**src/rtl/afmt_pkg.sv**
```systemverilog
package afmt_pkg;

    typedef struct packed {
        logic half;     // 16-bit containers
        logic msb_top;  // 32-bit container MSB at bit 31
        logic no_pad;   // no padding channel for odd counts
        logic silence;  // underrun sends zero words
    } fmt_cfg_t;

endpackage

```
**src/rtl/afmt_align.sv**
```systemverilog
module afmt_align #(
    parameter int IN_W  = 32,
    parameter int OUT_W = 24
) (
    input  logic             half,
    input  logic             msb_top,
    input  logic [IN_W-1:0]  word,
    output logic [OUT_W-1:0] sample
);
    localparam int HALF_W = IN_W / 2;
    localparam int FILL_W = OUT_W - HALF_W;
    localparam int DROP_W = IN_W - OUT_W;

    always_comb begin
        if (half) begin
            sample = {word[HALF_W-1:0], {FILL_W{1'b0}}};
        end else if (msb_top) begin
            sample = word[IN_W-1:DROP_W];
        end else begin
            sample = word[OUT_W-1:0];
        end
    end
endmodule

```
**src/rtl/afmt_chan_seq.sv**
```systemverilog
module afmt_chan_seq #(
    parameter int MAX_CH = 8,
    localparam int CW = $clog2(MAX_CH + 1),
    localparam int IW = $clog2(MAX_CH)
) (
    input  logic          clk,
    input  logic          rst_n,
    input  logic          enable,
    input  logic [CW-1:0] chans,
    input  logic          no_pad,
    input  logic          adv,
    output logic [IW-1:0] ch,
    output logic [CW-1:0] frame_len,
    output logic          pad_slot
);
    typedef struct packed {
        logic [IW-1:0] ch;
    } seq_st_t;

    seq_st_t st_d, st_q;
    logic    padded;
    logic    last;

    always_comb begin
        padded    = chans[0] && !no_pad;
        frame_len = chans + CW'(padded);
        last      = (CW'(st_q.ch) == frame_len - CW'(1));
        pad_slot  = padded && (CW'(st_q.ch) == chans);
        st_d      = st_q;
        if (!enable) begin
            st_d.ch = '0;
        end else if (adv) begin
            st_d.ch = last ? '0 : st_q.ch + IW'(1);
        end
    end

    always_ff @(posedge clk or negedge rst_n) begin
        if (!rst_n) begin
            st_q <= '0;
        end else begin
            st_q <= st_d;
        end
    end

    assign ch = st_q.ch;

    // index returns to zero whenever the block is idle
    a_r13_idx_restart: assert property (@(posedge clk) disable iff (!rst_n)
        !enable |=> (st_q.ch == '0));
endmodule

```
**src/rtl/pcm_link_formatter.sv**
```systemverilog
module pcm_link_formatter #(
    parameter int MAX_CH = 8,
    parameter int IN_W   = 32,
    parameter int OUT_W  = 24,
    localparam int CW = $clog2(MAX_CH + 1),
    localparam int IW = $clog2(MAX_CH)
) (
    input  logic             clk,
    input  logic             rst_n,
    input  logic             enable,
    input  logic             cfg_half,
    input  logic             cfg_msb_top,
    input  logic             cfg_no_pad,
    input  logic             cfg_silence,
    input  logic [CW-1:0]    cfg_chans,
    input  logic             in_valid,
    input  logic [IN_W-1:0]  in_data,
    output logic             in_ready,
    input  logic             out_ready,
    output logic             out_valid,
    output logic [OUT_W-1:0] out_data,
    output logic [IW-1:0]    out_chan,
    output logic             out_sof,
    output logic             null_pkt,
    output logic             underrun_flag,
    input  logic             underrun_clr
);
    import afmt_pkg::*;

    typedef struct packed {
        fmt_cfg_t         cfg;
        logic [CW-1:0]    chans;
        logic             vld;
        logic [OUT_W-1:0] data;
        logic [IW-1:0]    chan;
        logic             sof;
        logic             nul;
        logic             uflag;
    } fmt_st_t;

    fmt_st_t          st_d, st_q;
    logic [OUT_W-1:0] aligned;
    logic [IW-1:0]    cur_ch;
    logic [CW-1:0]    frame_len;
    logic             pad_slot;
    logic             can_load;
    logic             under;
    logic             emit;

    afmt_align #(.IN_W(IN_W), .OUT_W(OUT_W)) u_align (
        .half    (st_q.cfg.half),
        .msb_top (st_q.cfg.msb_top),
        .word    (in_data),
        .sample  (aligned)
    );

    afmt_chan_seq #(.MAX_CH(MAX_CH)) u_seq (
        .clk       (clk),
        .rst_n     (rst_n),
        .enable    (enable),
        .chans     (st_q.chans),
        .no_pad    (st_q.cfg.no_pad),
        .adv       (emit),
        .ch        (cur_ch),
        .frame_len (frame_len),
        .pad_slot  (pad_slot)
    );

    always_comb begin
        can_load = !st_q.vld || out_ready;
        in_ready = enable && can_load && !pad_slot;
        under    = enable && can_load && !pad_slot && !in_valid && out_ready;
        emit     = enable && can_load &&
                   (pad_slot || in_valid || (under && st_q.cfg.silence));

        st_d = st_q;
        if (!enable) begin
            st_d.cfg   = '{half: cfg_half, msb_top: cfg_msb_top,
                           no_pad: cfg_no_pad, silence: cfg_silence};
            st_d.chans = cfg_chans;
            st_d.vld   = 1'b0;
        end else if (emit) begin
            st_d.vld  = 1'b1;
            st_d.data = (pad_slot || !in_valid) ? '0 : aligned;
            st_d.chan = cur_ch;
            st_d.sof  = (cur_ch == '0);
        end else if (out_ready) begin
            st_d.vld = 1'b0;
        end

        st_d.nul   = under && !st_q.cfg.silence;
        st_d.uflag = under ? 1'b1 : (underrun_clr ? 1'b0 : st_q.uflag);
    end

    always_ff @(posedge clk or negedge rst_n) begin
        if (!rst_n) begin
            st_q <= '0;
        end else begin
            st_q <= st_d;
        end
    end

    assign out_valid     = st_q.vld;
    assign out_data      = st_q.data;
    assign out_chan      = st_q.chan;
    assign out_sof       = st_q.sof;
    assign null_pkt      = st_q.nul;
    assign underrun_flag = st_q.uflag;

    // a stalled word holds still
    a_r12_hold_stalled: assert property (@(posedge clk) disable iff (!rst_n)
        (enable && out_valid && !out_ready) |=>
        (out_valid && $stable(out_data) && $stable(out_chan) && $stable(out_sof)));

    // frame flag marks channel zero
    a_r5_sof_on_zero: assert property (@(posedge clk) disable iff (!rst_n)
        out_valid |-> (out_sof == (out_chan == '0)));

    // index stays inside the frame
    a_r5_chan_in_frame: assert property (@(posedge clk) disable iff (!rst_n)
        (out_valid && frame_len != '0) |-> (CW'(out_chan) < frame_len));

    // disabling empties the output register
    a_r13_flush: assert property (@(posedge clk) disable iff (!rst_n)
        !enable |=> !out_valid);

    // a null packet always comes with the sticky flag
    a_r9_null_flags: assert property (@(posedge clk) disable iff (!rst_n)
        null_pkt |-> underrun_flag);

    // flag holds until cleared
    a_r10_sticky: assert property (@(posedge clk) disable iff (!rst_n)
        (underrun_flag && !underrun_clr) |=> underrun_flag);
endmodule

```
**config.mk**
```make
export PLATFORM = sky130hd
export DESIGN_NAME = pcm_link_formatter
export DESIGN_NICKNAME = d
export VERILOG_FILES = /design/src/rtl/afmt_pkg.sv /design/src/rtl/afmt_align.sv /design/src/rtl/afmt_chan_seq.sv /design/src/rtl/pcm_link_formatter.sv
export SDC_FILE = /design/constraint.sdc
export NUM_CORES = 1
export LEC_CHECK = 0
export BUFFER_PORTS_ARGS = -buffer_cell sky130_fd_sc_hd__clkbuf_2
export CORE_AREA = 2 2 81 83
export CTS_CLUSTER_DIAMETER = 120
export DETAILED_ROUTE_END_ITERATION = 10
export DIE_AREA = 0 0 83 85
export SLEW_MARGIN = 20
export SYNTH_ARGS = -nofsm -noshare
export SYNTH_HDL_FRONTEND = slang
export SYNTH_SLANG_ARGS = --single-unit
```
**constraint.sdc**
```tcl
create_clock -name clk -period 2.46 [get_ports clk]
set_input_delay 0.492 -clock clk [delete_from_list [all_inputs] [get_ports clk]]
set_output_delay 0.492 -clock clk [all_outputs]
set_load 0.01 [all_outputs]
```
**After elaboration in Yosys (flattened, before gate mapping)**

Cells that the tools add are included.

- Input bits: 46
- Logic and storage cells: 51
- Register bits: 42

- Equality and inequality tests: 4
- Reductions and logical operators: 21
- Multiplexer cells: 11
- Add/sub/neg operators: 3

Operator list:

| cell | count |
|---|---|
| 24-bit two-way mux | 3 |
| 1-bit logical AND | 9 |
| 3-bit two-way mux | 3 |
| 3-bit by 4-bit equality test with 1-bit output | 2 |
| 1-bit zero test | 5 |
| 1-bit two-way mux | 5 |
| 4-bit by 1-bit adder with 4-bit output | 1 |
| 1-bit logical OR | 4 |
| 4-bit by 1-bit subtractor with 4-bit output (second input constant) | 1 |
| 3-bit by 1-bit adder with 3-bit output (second input constant) | 1 |
| 3-bit zero test | 1 |
| 3-bit by 1-bit != test with 1-bit output (second input constant) | 1 |
| 2-bit by 1-bit != test with 1-bit output (second input constant) | 1 |
| 2-bit AND reduction | 1 |
| 2-bit nonzero test | 1 |

**Depth between registers and ports, before layout**

- Depth after elaboration: 12
- Gate-level depth with buffers: 6
- Depth with buffers taken out: 6

**Modules after synthesis**

A second synthesis with hierarchy kept.

- Cell total of the unflattened synthesis: 232
- Area total of the unflattened synthesis: 2,521.2 µm²

Modules (own cells, without submodules):

| module | area an instance (µm²) | times used | cells an instance |
|---|---|---|---|
| pcm_link_formatter | 1,706.6 | 1 | 123 |
| afmt_align | 476.7 | 1 | 71 |
| afmt_chan_seq | 337.8 | 1 | 38 |

**Worst setup path before layout**

Ideal clock, no wire load.

- Path type: flip-flop to output port
- From: register u_seq.st_q (netlist bit u_seq.ch[2])
- To: output port in_ready
- Data required time: 1.968 ns
- Data arrival time: 0.963 ns
- Path slack: 1.005 ns
- Stages on the path, launching flop included: 4
- Cells stage by stage: dfrtp_1 -> xnor2_2 -> nand3_2 -> nor2b_1

- Longest elaborated chain between the ends: 4

RTL lines:

| item | RTL line | source |
|---|---|---|
| start: declaration | afmt_chan_seq.sv:20 | `seq_st_t st_d, st_q;` |
| start signal: assignment | afmt_chan_seq.sv:41 | `st_q <= st_d;` |
| 3-bit by 4-bit equality test with 1-bit output | afmt_chan_seq.sv:28 | `pad_slot = padded && (CW'(st_q.ch) == chans);` |
| 1-bit logical AND | afmt_chan_seq.sv:28 |  |
| 1-bit zero test | pcm_link_formatter.sv:71 | `in_ready = enable && can_load && !pad_slot;` |
| 1-bit logical AND | pcm_link_formatter.sv:71 |  |
| end: declaration | pcm_link_formatter.sv:18 | `output logic in_ready,` |

Every way passes these cells.

**Worst setup path after layout**

- From: register u_seq.st_q (netlist bit u_seq.ch[2])
- To: register st_q (netlist bit out_data[1])

- Longest elaborated chain between the ends: 10
- Elaborated cells between the ends (all ways): 13
- Those cells by class: eq/ne (1); mux (1); reduce/logical (11)

RTL lines:

| item | RTL line | source |
|---|---|---|
| 3-bit by 4-bit equality test with 1-bit output * | afmt_chan_seq.sv:28 |  |
| 1-bit logical AND * | afmt_chan_seq.sv:28 |  |
| 1-bit zero test | pcm_link_formatter.sv:72 | `under = enable && can_load && !pad_slot && !in_valid && out_ready;` |
| 1-bit logical AND (3 in a row) | pcm_link_formatter.sv:72 |  |
| 1-bit logical AND | pcm_link_formatter.sv:74 | `(pad_slot \|\| in_valid \|\| (under && st_q.cfg.silence));` |
| 1-bit logical OR | pcm_link_formatter.sv:74 |  |
| 1-bit logical AND | pcm_link_formatter.sv:73 | `emit = enable && can_load &&` |
| 2-bit AND reduction (no source line) | -- |  |
| end signal: assignment | pcm_link_formatter.sv:99 | `st_q <= st_d;` |
| end: declaration | pcm_link_formatter.sv:41 | `fmt_st_t st_d, st_q;` |

Mark *: on every way between the ends. The rest lies on a longest branch, timed or not.
A chain may end at the register's enable or synchronous reset.

==> results.py <==
metrics = {
    "run_status": {
        "status": "finished clean",
    },
    "routing": {
        "first_iter_violations": 67,
        "wl_met2_um": 2455,
        "route.detailed.drc": 0,
        "routed_wl_um": 5103,
        "drt-vias-per-instance": 4.892,
        "ant_nets": 0,
        "vias": 1820,
        "drt-pass1-iter-count": 4,
        "routed.top_layer": "met4",
        "wl_met3_um": 294,
        "wire_per_inst_um": 13.72,
        "met1_length_um": 2295,
    },
    "timing": {
        "fin_setup_tns_ps": 0,
        "finalCriticalPeriod_ps": 1962,
        "rsz0062_at_grt": "false",
        "final.setup_skew_ps": 11.08,
        "setup_viol": 0,
        "drv_slew": 0,
        "hold_violations": 0,
        "tightest_slew_ps": 723.7,
        "max-slew-margin-rel_pct": 51.75,
        "finalCritPeriodShare_pct": 79.75,
        "fmax_ghz": 0.5097,
    },
    "synth": {
        "synth_cell_types": 33,
        "ys_warn_count": 0,
        "avgSynthCellArea_um2": 9.680,
        "synth_flop_cell": "dfrtp_1",
        "ys_seq_area_share_pct": 43.96,
        "yosys.area.top_type_share_pct": 43.96,
        "synth_top_area_cell": "dfrtp_1",
        "yosysMostFrequentCell": "dfrtp_1",
        "syn_area_um2": 2391,
        "syn_inst": 247,
        "synth_edf_count": 0,
        "synth_commonest_cells": "dfrtp_1 (42), nand2_1 (35), buf_4 (29)",
        "async_reset_ff_share_pct": 100.0,
        "synth.net_count": 296,
        "synth.ff_latch_count": 42,
        "synth.area.top_cells": "dfrtp_1 (44%), mux2i_1 (10%), buf_4 (9.1%), nand2_1 (5.5%), a21oi_1 (3.8%)",
    },
    "job": {
        "drv_cap": 0,
    },
    "setup_path": {
        "startpoint_type": "register",
        "path_class": "reg2reg",
        "crit_chain": "xnor2_2, nand3_2, nand4_4, or2_0, o21ai_2",
        "crit_required_ps": 2630,
        "crit_slowest_cell": "or2_0",
        "cp.arrival_ps": 2130,
        "worst-path-buf-inv": 0,
        "path_depth": 5,
        "reg2reg_depth": 5,
        "cp_slowest_stage_delay_ps": 610,
        "cp-end-kind": "register",
        "cp_top_family": "simple AND/OR/NAND/NOR gates",
        "path_max_fanout": 17,
    },
    "finish": {
        "areaGrowthSynthToFinish_pct": 13.24,
        "drive_above_1_share_pct": 37.29,
        "stdcell_area_um2": 2708,
        "fin_nets": 343,
        "post-route-util_pct": 43.64,
        "n_antenna_cell": 0,
        "fill_cells": 632,
    },
    "clock_tree": {
        "numCtsBuffers": 5,
        "tritoncts": "built",
        "clkSinkCount": 42,
        "ctsResizeCount": 0,
        "ctsHoldBuffers": 0,
        "post-cts-setup-buffer-count": 0,
        "root_buffer": "clkbuf_8",
        "clk_pin_slew_ps": 90,
        "cts_buffer_depth": 2,
        "clk_latency_ps": 300,
        "cts.htree.levels": 2,
    },
    "floorplan": {
        "die_area_um2": 7055,
        "core_um2": 6205,
        "rows": 29,
        "ios": 78,
        "start_util_pct": 38.54,
        "dieWidth_um": 83,
        "die_h_um": 85,
    },
    "power_and_ir_drop": {
        "p_leak_nw": 1.392,
        "ir_drop_mv": 0.3237,
        "power_density_nw_per_um2": 648.3,
    },
    "global_routing": {
        "grt_pass1_wl_um": 8597,
        "grt_max_degree": 43,
        "antenna_found_initial": 0,
        "grt_pass1_vias": 1813,
        "overflow": 0,
        "grt_use_total_pct": 15.02,
    },
    "placed_design": {
        "dp_hpwl_um": 3825,
        "port_buffers": 77,
        "gp_congestion": 0.7518,
        "dpl_cell_area_um2": 2618,
    },
    "min_path": {
        "hp-class": "in2async",
    },
}
logic make-up after synthesis:
family,Yosys count,share of synthesized area (%)
compound gates,51,12.66
xor+xnor,6,2.512
flops,42,43.96
mux,32,13.81
fa+ha+maj,3,1.570
buf+inv,46,12.56
simple gates,67,12.93
power breakdown:
group          switching [mW]  internal [mW]
Sequential             0.0711          0.786
Combinational           0.252          0.197
Clock                   0.249          0.199
metal layers:
layer / vias to the layer above / GRT usage (%)
met5: - / 0
met4: 0 / 4.918
met3: 7 / 4.086
met2: 55 / 24.34
met1: 858 / 19.64
li1: 900 / -
flip-flops by register name (all words and copies together), names as in the netlist:
signal and flops:
st_q 8, underrun_flag 1, null_pkt 1, out_data 24, u_seq.ch 3, out_sof 1, out_chan 3, out_valid 1
final timing paths:
check,slack [ps],endpoint,startpoint
max,500,out_data[1]$_DFFE_PN0P_,u_seq.ch[2]$_DFFE_PN0P_
min,250,out_data[13]$_DFFE_PN0P_,rst_n
max reg2reg,500,out_data[1]$_DFFE_PN0P_,u_seq.ch[2]$_DFFE_PN0P_
min reg2reg,460,null_pkt$_DFF_PN0_,st_q[35]$_DFFE_PN0N_
max in group asynchronous,1840,null_pkt$_DFF_PN0_,rst_n
min in group clk,380,underrun_flag$_DFFE_PN0P_,underrun_clr
cell type report:
class	count	area, um^2	area share [%]
tap	77	96.34	3.558
clock buffer	5	68.82	2.542
clock inverter	3	21.27	0.7856
inverter	6	22.52	0.8318
timing repair buffer	80	407.9	15.06
sequential	42	1051	38.82
multi-input combinational	159	1040	38.40
worst register-to-register path: stages, from the launching register on:
cell and delay [ps]:
dfrtp_1 450, xnor2_2 290, nand3_2 150, nand4_4 230, or2_0 610, o21ai_2 120
layout by cell type (no fill, tap or decap), types with 3 or more instances in the layout:
master    netlist  layout
a21oi_1        18      18
buf_4          29       3
clkbuf_2        0      77
clkbuf_8        0       5
dfrtp_1        42      42
ha_1            3       3
inv_1           6       6
mux2_2          8       8
mux2i_1        24      24
nand2_1        35      35
nand3_1         4       4
nor2_1         17      17
o21ai_0        18      18
o21ai_2         8       8
xnor2_1         3       3
metrics by stage:
stage	setup WS [ps]	cells	power [mW]	hold slack, ps
floorplan	1005	247	1.232	196.4
global placement	523.8	364	1.322	450.0
detailed placement	469.5	364	1.330	453.7
CTS	445.2	372	1.782	264.7
global route	339.6	372	1.875	294.7
finish	498.2	372	1.755	247.7
No activity file was read; power rests on OpenSTA's default activity.
